===== src/rtl/rx_evt_pkg.sv =====
package rx_evt_pkg;
    // Event lanes served by the counter bank
    localparam int NUM_EV   = 2;
    localparam int EV_RUNT  = 0;
    localparam int EV_MISS  = 1;

    // Outcome of classifying one frame
    typedef enum logic [1:0] {
        FRM_IGNORE = 2'd0,
        FRM_RUNT   = 2'd1,
        FRM_MISS   = 2'd2
    } frm_class_e;
endpackage


===== src/rtl/rx_frame_classify.sv =====
module rx_frame_classify
    import rx_evt_pkg::*;
#(
    parameter int BYTE_W     = 11,
    parameter int PEND_W     = 5,
    parameter int MIN_BYTES  = 64,
    parameter int PEND_LIMIT = 15
) (
    input  logic              eof_i,
    input  logic [BYTE_W-1:0] byte_cnt_i,
    input  logic              addr_hit_i,
    input  logic              fifo_ovf_i,
    input  logic              rx_en_i,
    input  logic [PEND_W-1:0] pend_cnt_i,
    output frm_class_e        class_o
);
    localparam logic [BYTE_W-1:0] SHORT_LIM = BYTE_W'(MIN_BYTES);
    localparam logic [PEND_W-1:0] PEND_MAX  = PEND_W'(PEND_LIMIT);

    logic eligible;
    logic lost;
    logic too_short;

    always_comb begin
        eligible  = eof_i && addr_hit_i;
        lost      = fifo_ovf_i || !rx_en_i || (pend_cnt_i > PEND_MAX);
        too_short = byte_cnt_i < SHORT_LIM;
        // A lost frame is charged to the missed class even when short
        if (!eligible)      class_o = FRM_IGNORE;
        else if (lost)      class_o = FRM_MISS;
        else if (too_short) class_o = FRM_RUNT;
        else                class_o = FRM_IGNORE;
    end
endmodule


===== src/rtl/rx_evt_counter.sv =====
module rx_evt_counter #(
    parameter int W = 8
) (
    input  logic         clk_i,
    input  logic         rst_ni,
    input  logic         clr_i,
    input  logic         inc_i,
    output logic [W-1:0] cnt_o,
    output logic         wrap_o,
    output logic [W-1:0] snap_o
);
    localparam logic [W-1:0] TOP = '1;
    localparam logic [W-1:0] ONE = W'(1);

    typedef struct packed {
        logic [W-1:0] cnt;
        logic         wrap;
        logic [W-1:0] snap;
    } ctr_state_t;

    ctr_state_t st_d, st_q;

    always_comb begin
        st_d      = st_q;
        st_d.wrap = 1'b0;
        if (clr_i) begin
            st_d = '0;
        end else if (inc_i) begin
            st_d.cnt  = st_q.cnt + ONE;
            st_d.wrap = (st_q.cnt == TOP);
            if (st_q.snap != TOP) begin
                st_d.snap = st_q.snap + ONE;
            end
        end
    end

    always_ff @(posedge clk_i or negedge rst_ni) begin
        if (!rst_ni) st_q <= '0;
        else         st_q <= st_d;
    end

    assign cnt_o  = st_q.cnt;
    assign wrap_o = st_q.wrap;
    assign snap_o = st_q.snap;
endmodule


===== src/rtl/rx_evt_counters.sv =====
module rx_evt_counters
    import rx_evt_pkg::*;
#(
    parameter int CNT_W      = 8,
    parameter int BYTE_W     = 11,
    parameter int PEND_W     = 5,
    parameter int MIN_BYTES  = 64,
    parameter int PEND_LIMIT = 15
) (
    input  logic              clk_i,
    input  logic              rst_ni,
    input  logic              soft_rst_i,
    input  logic              eof_i,
    input  logic [BYTE_W-1:0] byte_cnt_i,
    input  logic              addr_hit_i,
    input  logic              fifo_ovf_i,
    input  logic              rx_en_i,
    input  logic [PEND_W-1:0] pend_cnt_i,
    output logic [CNT_W-1:0]  runt_cnt_o,
    output logic [CNT_W-1:0]  miss_cnt_o,
    output logic              runt_ovf_o,
    output logic              miss_ovf_o,
    output logic [CNT_W-1:0]  runt_snap_o,
    output logic [CNT_W-1:0]  miss_snap_o
);
    frm_class_e             frm_class;
    logic [NUM_EV-1:0]      ev_inc;
    logic [CNT_W-1:0]       ev_cnt  [NUM_EV];
    logic [CNT_W-1:0]       ev_snap [NUM_EV];
    logic [NUM_EV-1:0]      ev_wrap;

    rx_frame_classify #(
        .BYTE_W    (BYTE_W),
        .PEND_W    (PEND_W),
        .MIN_BYTES (MIN_BYTES),
        .PEND_LIMIT(PEND_LIMIT)
    ) u_classify (
        .eof_i     (eof_i),
        .byte_cnt_i(byte_cnt_i),
        .addr_hit_i(addr_hit_i),
        .fifo_ovf_i(fifo_ovf_i),
        .rx_en_i   (rx_en_i),
        .pend_cnt_i(pend_cnt_i),
        .class_o   (frm_class)
    );

    always_comb begin
        ev_inc          = '0;
        ev_inc[EV_RUNT] = (frm_class == FRM_RUNT);
        ev_inc[EV_MISS] = (frm_class == FRM_MISS);
    end

    for (genvar g = 0; g < NUM_EV; g++) begin : g_lane
        rx_evt_counter #(.W(CNT_W)) u_ctr (
            .clk_i (clk_i),
            .rst_ni(rst_ni),
            .clr_i (soft_rst_i),
            .inc_i (ev_inc[g]),
            .cnt_o (ev_cnt[g]),
            .wrap_o(ev_wrap[g]),
            .snap_o(ev_snap[g])
        );
    end

    assign runt_cnt_o  = ev_cnt[EV_RUNT];
    assign miss_cnt_o  = ev_cnt[EV_MISS];
    assign runt_ovf_o  = ev_wrap[EV_RUNT];
    assign miss_ovf_o  = ev_wrap[EV_MISS];
    assign runt_snap_o = ev_snap[EV_RUNT];
    assign miss_snap_o = ev_snap[EV_MISS];
endmodule


===== config.mk =====
export PLATFORM = sky130hd
export DESIGN_NAME = rx_evt_counters
export DESIGN_NICKNAME = d
export VERILOG_FILES = /design/src/rtl/rx_evt_pkg.sv /design/src/rtl/rx_frame_classify.sv /design/src/rtl/rx_evt_counter.sv /design/src/rtl/rx_evt_counters.sv
export SDC_FILE = /design/constraint.sdc
export NUM_CORES = 1
export LEC_CHECK = 0
export BUFFER_PORTS_ARGS = -buffer_cell sky130_fd_sc_hd__buf_4
export CAP_MARGIN = 30
export CORE_UTILIZATION = 35
export DETAILED_ROUTE_END_ITERATION = 10
export PLACE_DENSITY = 0.55
export SYNTH_ARGS = -nofsm -noshare
export SYNTH_HDL_FRONTEND = slang
export SYNTH_HIERARCHICAL = 1
export SYNTH_SLANG_ARGS = --single-unit

===== constraint.sdc =====
create_clock -name clk_i -period 1.76 [get_ports clk_i]
set_input_delay 0.088 -clock clk_i [delete_from_list [all_inputs] [get_ports clk_i]]
set_output_delay 0.088 -clock clk_i [all_outputs]
set_load 0.03 [all_outputs]

## Word level (Yosys, flattened, before mapping)

Cells that the tools add are included.

- Register bits after elaboration: 34
- Output and inout bits: 34
- Logic and storage cells: 37

- Add/sub/neg operators: 4
- $lt $le $gt $ge: 2
- Equal/unequal tests: 6
- Muxes and demuxes: 9
- Reductions and logical operators: 10

Operator list:

| kind | count |
|---|---|
| 17-bit 2-to-1 mux | 4 |
| 8-bit by 1-bit adder with 8-bit output (second input constant) | 4 |
| 8-bit equality test (second input constant) | 2 |
| 8-bit 2-to-1 mux | 2 |
| 8-bit inequality test (second input constant) | 2 |
| 11-bit by 7-bit < comparator with 1-bit output (second input constant) | 1 |
| 2-bit nonzero test | 4 |
| 5-bit by 4-bit greater-than comparator with 1-bit output (second input constant) | 1 |
| 2-bit 2-to-1 mux | 2 |
| 2-bit AND reduction | 2 |
| 2-bit by 1-bit equality test with 1-bit output (second input constant) | 1 |
| 2-bit equality test (second input constant) | 1 |
| 1-bit logical OR | 2 |
| 1-bit logical AND | 1 |
| 1-bit logical NOT | 1 |
| 1-bit 2-to-1 mux | 1 |

## Longest topological paths before layout

- Depth after elaboration: 8
- Gate-level depth with buffers: 7

## By module

Netlist, hierarchy kept.

Modules (own cells, without submodules):

| module | instances | cells an instance | area an instance (µm²) | seq. area each (µm²) |
|---|---|---|---|---|
| rx_evt_counter | 2 | 86 | 884.6 | 425.4 |
| rx_frame_classify | 1 | 5 | 38.8 | 0.0 |
| rx_evt_counters | 1 | 2 | 15.0 | 0.0 |

## Least setup slack after synthesis

Ideal clock, no wire load.

- Kind: input port to flip-flop
- Start point: in byte_cnt_i[10]
- End point: reg g_lane[0].u_ctr.st_q, in the netlist g_lane[0].u_ctr/snap_o[5]
- Setup time: 0.125 ns
- Data arrival time: 1.747 ns
- Data required time: 1.635 ns
- Path slack: -0.112 ns
- Stages: 6
- Buffers on the path: 0
- Cells stage by stage: or4_1 > nor4_2 > nor2b_1 > nand4_1 > a211oi_2 > mux2_4

- Word-level cells in the longest chain between the ends: 7

Ends and longest elaborated chain:

| item | RTL line | text |
|---|---|---|
| from (decl) | rx_evt_counters.sv:14 | `input logic [BYTE_W-1:0] byte_cnt_i,` |
| 11-bit by 7-bit < comparator with 1-bit output | rx_frame_classify.sv:27 | `too_short = byte_cnt_i < SHORT_LIM;` |
| 1-bit 2-to-1 mux | rx_frame_classify.sv:31 | `else if (too_short) class_o = FRM_RUNT;` |
| 2-bit 2-to-1 mux | rx_frame_classify.sv:30 | `else if (lost) class_o = FRM_MISS;` |
| 2-bit 2-to-1 mux | rx_frame_classify.sv:29 | `if (!eligible) class_o = FRM_IGNORE;` |
| named net frm_class[0] | rx_evt_counters.sv:26 | `frm_class_e frm_class;` |
| 2-bit by 1-bit equality test with 1-bit output | rx_evt_counters.sv:49 | `ev_inc[EV_RUNT] = (frm_class == FRM_RUNT);` |
| named net ev_inc[0] | rx_evt_counters.sv:27 | `logic [NUM_EV-1:0] ev_inc;` |
| 2-bit nonzero test (no source line) | -- |  |
| 2-bit AND reduction (no source line) | -- |  |
| to (signal assigned) | rx_evt_counter.sv:39 | `else st_q <= st_d;` |
| to (decl) | rx_evt_counter.sv:21 | `ctr_state_t st_d, st_q;` |

The timed path passes the listed nets, and every way through them passes these cells.
A chain may end at the register's enable or synchronous reset.

## Worst setup path after layout

- Start point: in byte_cnt_i[10]
- End point: reg g_lane[0].u_ctr.st_q, in the netlist g_lane[0].u_ctr/snap_o[0]

The elaborated chain is that of the path after synthesis.

==> results.json <==
{
  "status": "completed",
  "avgViaCountPerCell": 5.14,
  "final_period_minus_worst_setup_slack_ns": 1.70,
  "cap_violations": 0,
  "drt_wl_total_mm": 4.37,
  "setup_tns_ns": 0,
  "ant_nets": 0,
  "yosysSeqAreaShare": 0.467,
  "arrival_ns": 1.87,
  "pre_cts_ws_ns": -0.274,
  "drive_gt1_frac": 0.360,
  "use_met1": 0.233,
  "global_route.peak_usage_layer": "met2",
  "rows": 25,
  "worst_slack_ns": 0.0623,
  "dp_hpwl_mm": 3.03,
  "coreArea_um2": 4880,
  "fmax_ghz": 0.589,
  "clock_latency_ns": 0.28,
  "path_class": "input port to register",
  "placed_area_um2": 2300,
  "numCtsBuffers": 5,
  "fillerInstances": 486,
  "syn_nets": 206,
  "layout-area-overhead-vs-synth_pct": 35.0,
  "antenna_cells": 0,
  "grt_use_met3": 0.0447,
  "hold_viol_final": 0,
  "worst_pin_slew_ns": 0.449,
  "via_count": 1588,
  "ys_warn_count": 6,
  "io_pins": 57,
  "worstPathRequired_ns": 1.93,
  "rsz0062_at_grt": "yes",
  "grt_overflow_total": 0,
  "synth_cell_type_count": 35,
  "gp_congestion": 0.775,
  "htree_num_levels": 2,
  "grt_pass1_wl_mm": 7.44,
  "holdCritPathClass": "input port to register",
  "grt_start_max_net_pins": 43,
  "p_per_area_nw_per_um2": 612,
  "worstSetupEndpointType": "register",
  "ys_ff_latch": 34,
  "clk_pin_slew_worst_paths_ns": 0.07,
  "setup_viol": 0,
  "final_cells": 309,
  "final_nets": 268,
  "initial_core_util": 0.374,
  "cts_num_sinks": 34,
  "wl_per_cell_um": 14.1,
  "cts_tree": "built",
  "root_buffer": "clkbuf_8",
  "drc": 0,
  "die_h_um": 74.2,
  "drt_iter0_drc": 83,
  "stdcell_area_um2": 2460,
  "fin_skew_ns": 0.00212,
  "grt_pass1_vias": 1572,
  "p_leak_nw": 1.12,
  "synth_cells": 179,
  "ir_worst_vdd_uv": 270,
  "synth.avg_cell_area_um2": 10.2,
  "netlist_area_um2": 1820,
  "grt_usage": 0.176,
  "use_met2": 0.282,
  "die_area_um2": 5500,
  "antenna_found_initial": 0,
  "crit_fanout": 6,
  "startpoint_type": "input port",
  "holdWs_ns": 0.231,
  "die_w_um": 74.2,
  "report.final.slew_viol_count": 0,
  "fin_crit_sh": 0.965,
  "cts_buffer_depth": 2,
  "dp_cells": 298,
  "buffer_ports.inserted": 46,
  "dr.pass1.iters": 4,
  "relSlewSlack": 0.701
}
critical path: stages:
cell and delay (ns):
buf_6 0.09, or4_4 0.54, nor4_4 0.15, nor2b_4 0.22, buf_4 0.12, buf_4 0.12, a21boi_2 0.21, mux2_4 0.32
cells by family after synthesis:
kind of cell | synth area share
flip-flops | 0.467
XOR/XNOR | 0.0384
multiplexers | 0.0549
AO/OA/AOI/OAI | 0.104
adder cells (fa/ha/maj) | 0.0275
AND/OR/NAND/NOR | 0.266
buffers and inverters | 0.0426
layout by cell type (no fill, tap or decap), drive strengths merged, types with 6 or more instances in the layout:
cell,Yosys,routed
clkbuf,2,7
or3,8,8
buf,6,62
a21oi,12,12
nand3,6,6
dfrtp,34,34
nor2b,8,8
nor2,14,14
nor3,6,6
xor2,6,6
o21ai,8,8
nand2,7,7
nand4,12,12
nand2b,6,6
power by group:
group	internal, mW	switching (mW)	leakage (nW)	total [mW]
Combinational	0.0505	0.0643	0.594	0.115
Clock	0.316	0.283	0.0482	0.599
Sequential	0.786	0.00724	0.474	0.794
final timing paths:
| check | startpoint | to | slack [ns] | depth (start not counted) |
|---|---|---|---|---|
| worst min-delay path | soft_rst_i | g_lane[0].u_ctr/cnt_o[1] | 0.23 | 2 |
| min in group asynchronous | rst_ni | g_lane[1].u_ctr/snap_o[5] | 0.30 | 2 |
| worst min register to register | g_lane[1].u_ctr/cnt_o[7] | g_lane[1].u_ctr/wrap_o | 0.54 | 2 |
| worst max register to register | g_lane[0].u_ctr/snap_o[1] | g_lane[0].u_ctr/snap_o[5] | 0.08 | 4 |
| worst max-delay path | byte_cnt_i[10] | g_lane[0].u_ctr/snap_o[0] | 0.06 | 8 |
| max in group asynchronous | rst_ni | g_lane[0].u_ctr/cnt_o[7] | 1.14 | 2 |
per-layer routing:
metal	up-vias	wire length, um
li1	772	-
met1	770	1950
met2	42	2190
met3	4	192
met4	0	38
met5	-	0
what timing repair did:
action	CTS	global route
buffers inserted	0	2
gates resized for setup	0	12
hold endpoints to repair	34	0
hold buffers	1	0
endpoints found under the setup margin	0	7
sequential cells by signal, indices dropped and copies added, names as in the netlist:
register / cells
g_lane.u_ctr/snap_o: 16
g_lane.u_ctr/cnt_o: 16
g_lane.u_ctr/wrap_o: 2
layout make-up:
type | count | area (um2) | area share
Clock inverter | 1 | 5.00 | 0.00203
Sequential cell | 34 | 851 | 0.346
Clock buffer | 7 | 86.3 | 0.0351
Inverter | 4 | 15.0 | 0.00610
Timing Repair Buffer | 63 | 490 | 0.199
Multi-Input combinational cell | 133 | 930 | 0.378
Tap cell | 67 | 83.8 | 0.0341
stage by stage:
stage | util | power, mW
5_1_grt | 0.504 | 1.57
3_3_place_gp | 0.472 | 0.914
4_1_cts | 0.493 | 1.52
2_1_floorplan | - | 0.860
6_report | 0.504 | 1.51
3_5_place_dp | 0.472 | 0.918
cell usage after synthesis, drive strengths merged:
library cell,number,area [um2]
nand4,12,75.1
nor3b,2,15.0
and3,2,12.5
inv,4,15.0
ha,4,50.1
o21ai,8,40.0
and2b,1,8.76
o21bai,2,15.0
xor2,6,52.6
mux2i,4,40.0
or4,1,7.51
a31oi,2,12.5
nor2,14,52.6
nand3,6,30.0
nor3,6,30.0
clkbuf,2,7.51
a21oi,12,60.1
mux2,4,60.1
a21boi,2,22.5
nor4,3,25.0
and4,4,37.5
nor4b,2,17.5
xnor2,2,17.5
a211oi,4,40.0
nand2,7,26.3
buf,6,55.1
or3,8,50.1
or3b,1,8.76
nor2b,8,50.1
dfrtp,34,851
nand2b,6,37.5
(Power assumes the default switching activity.)
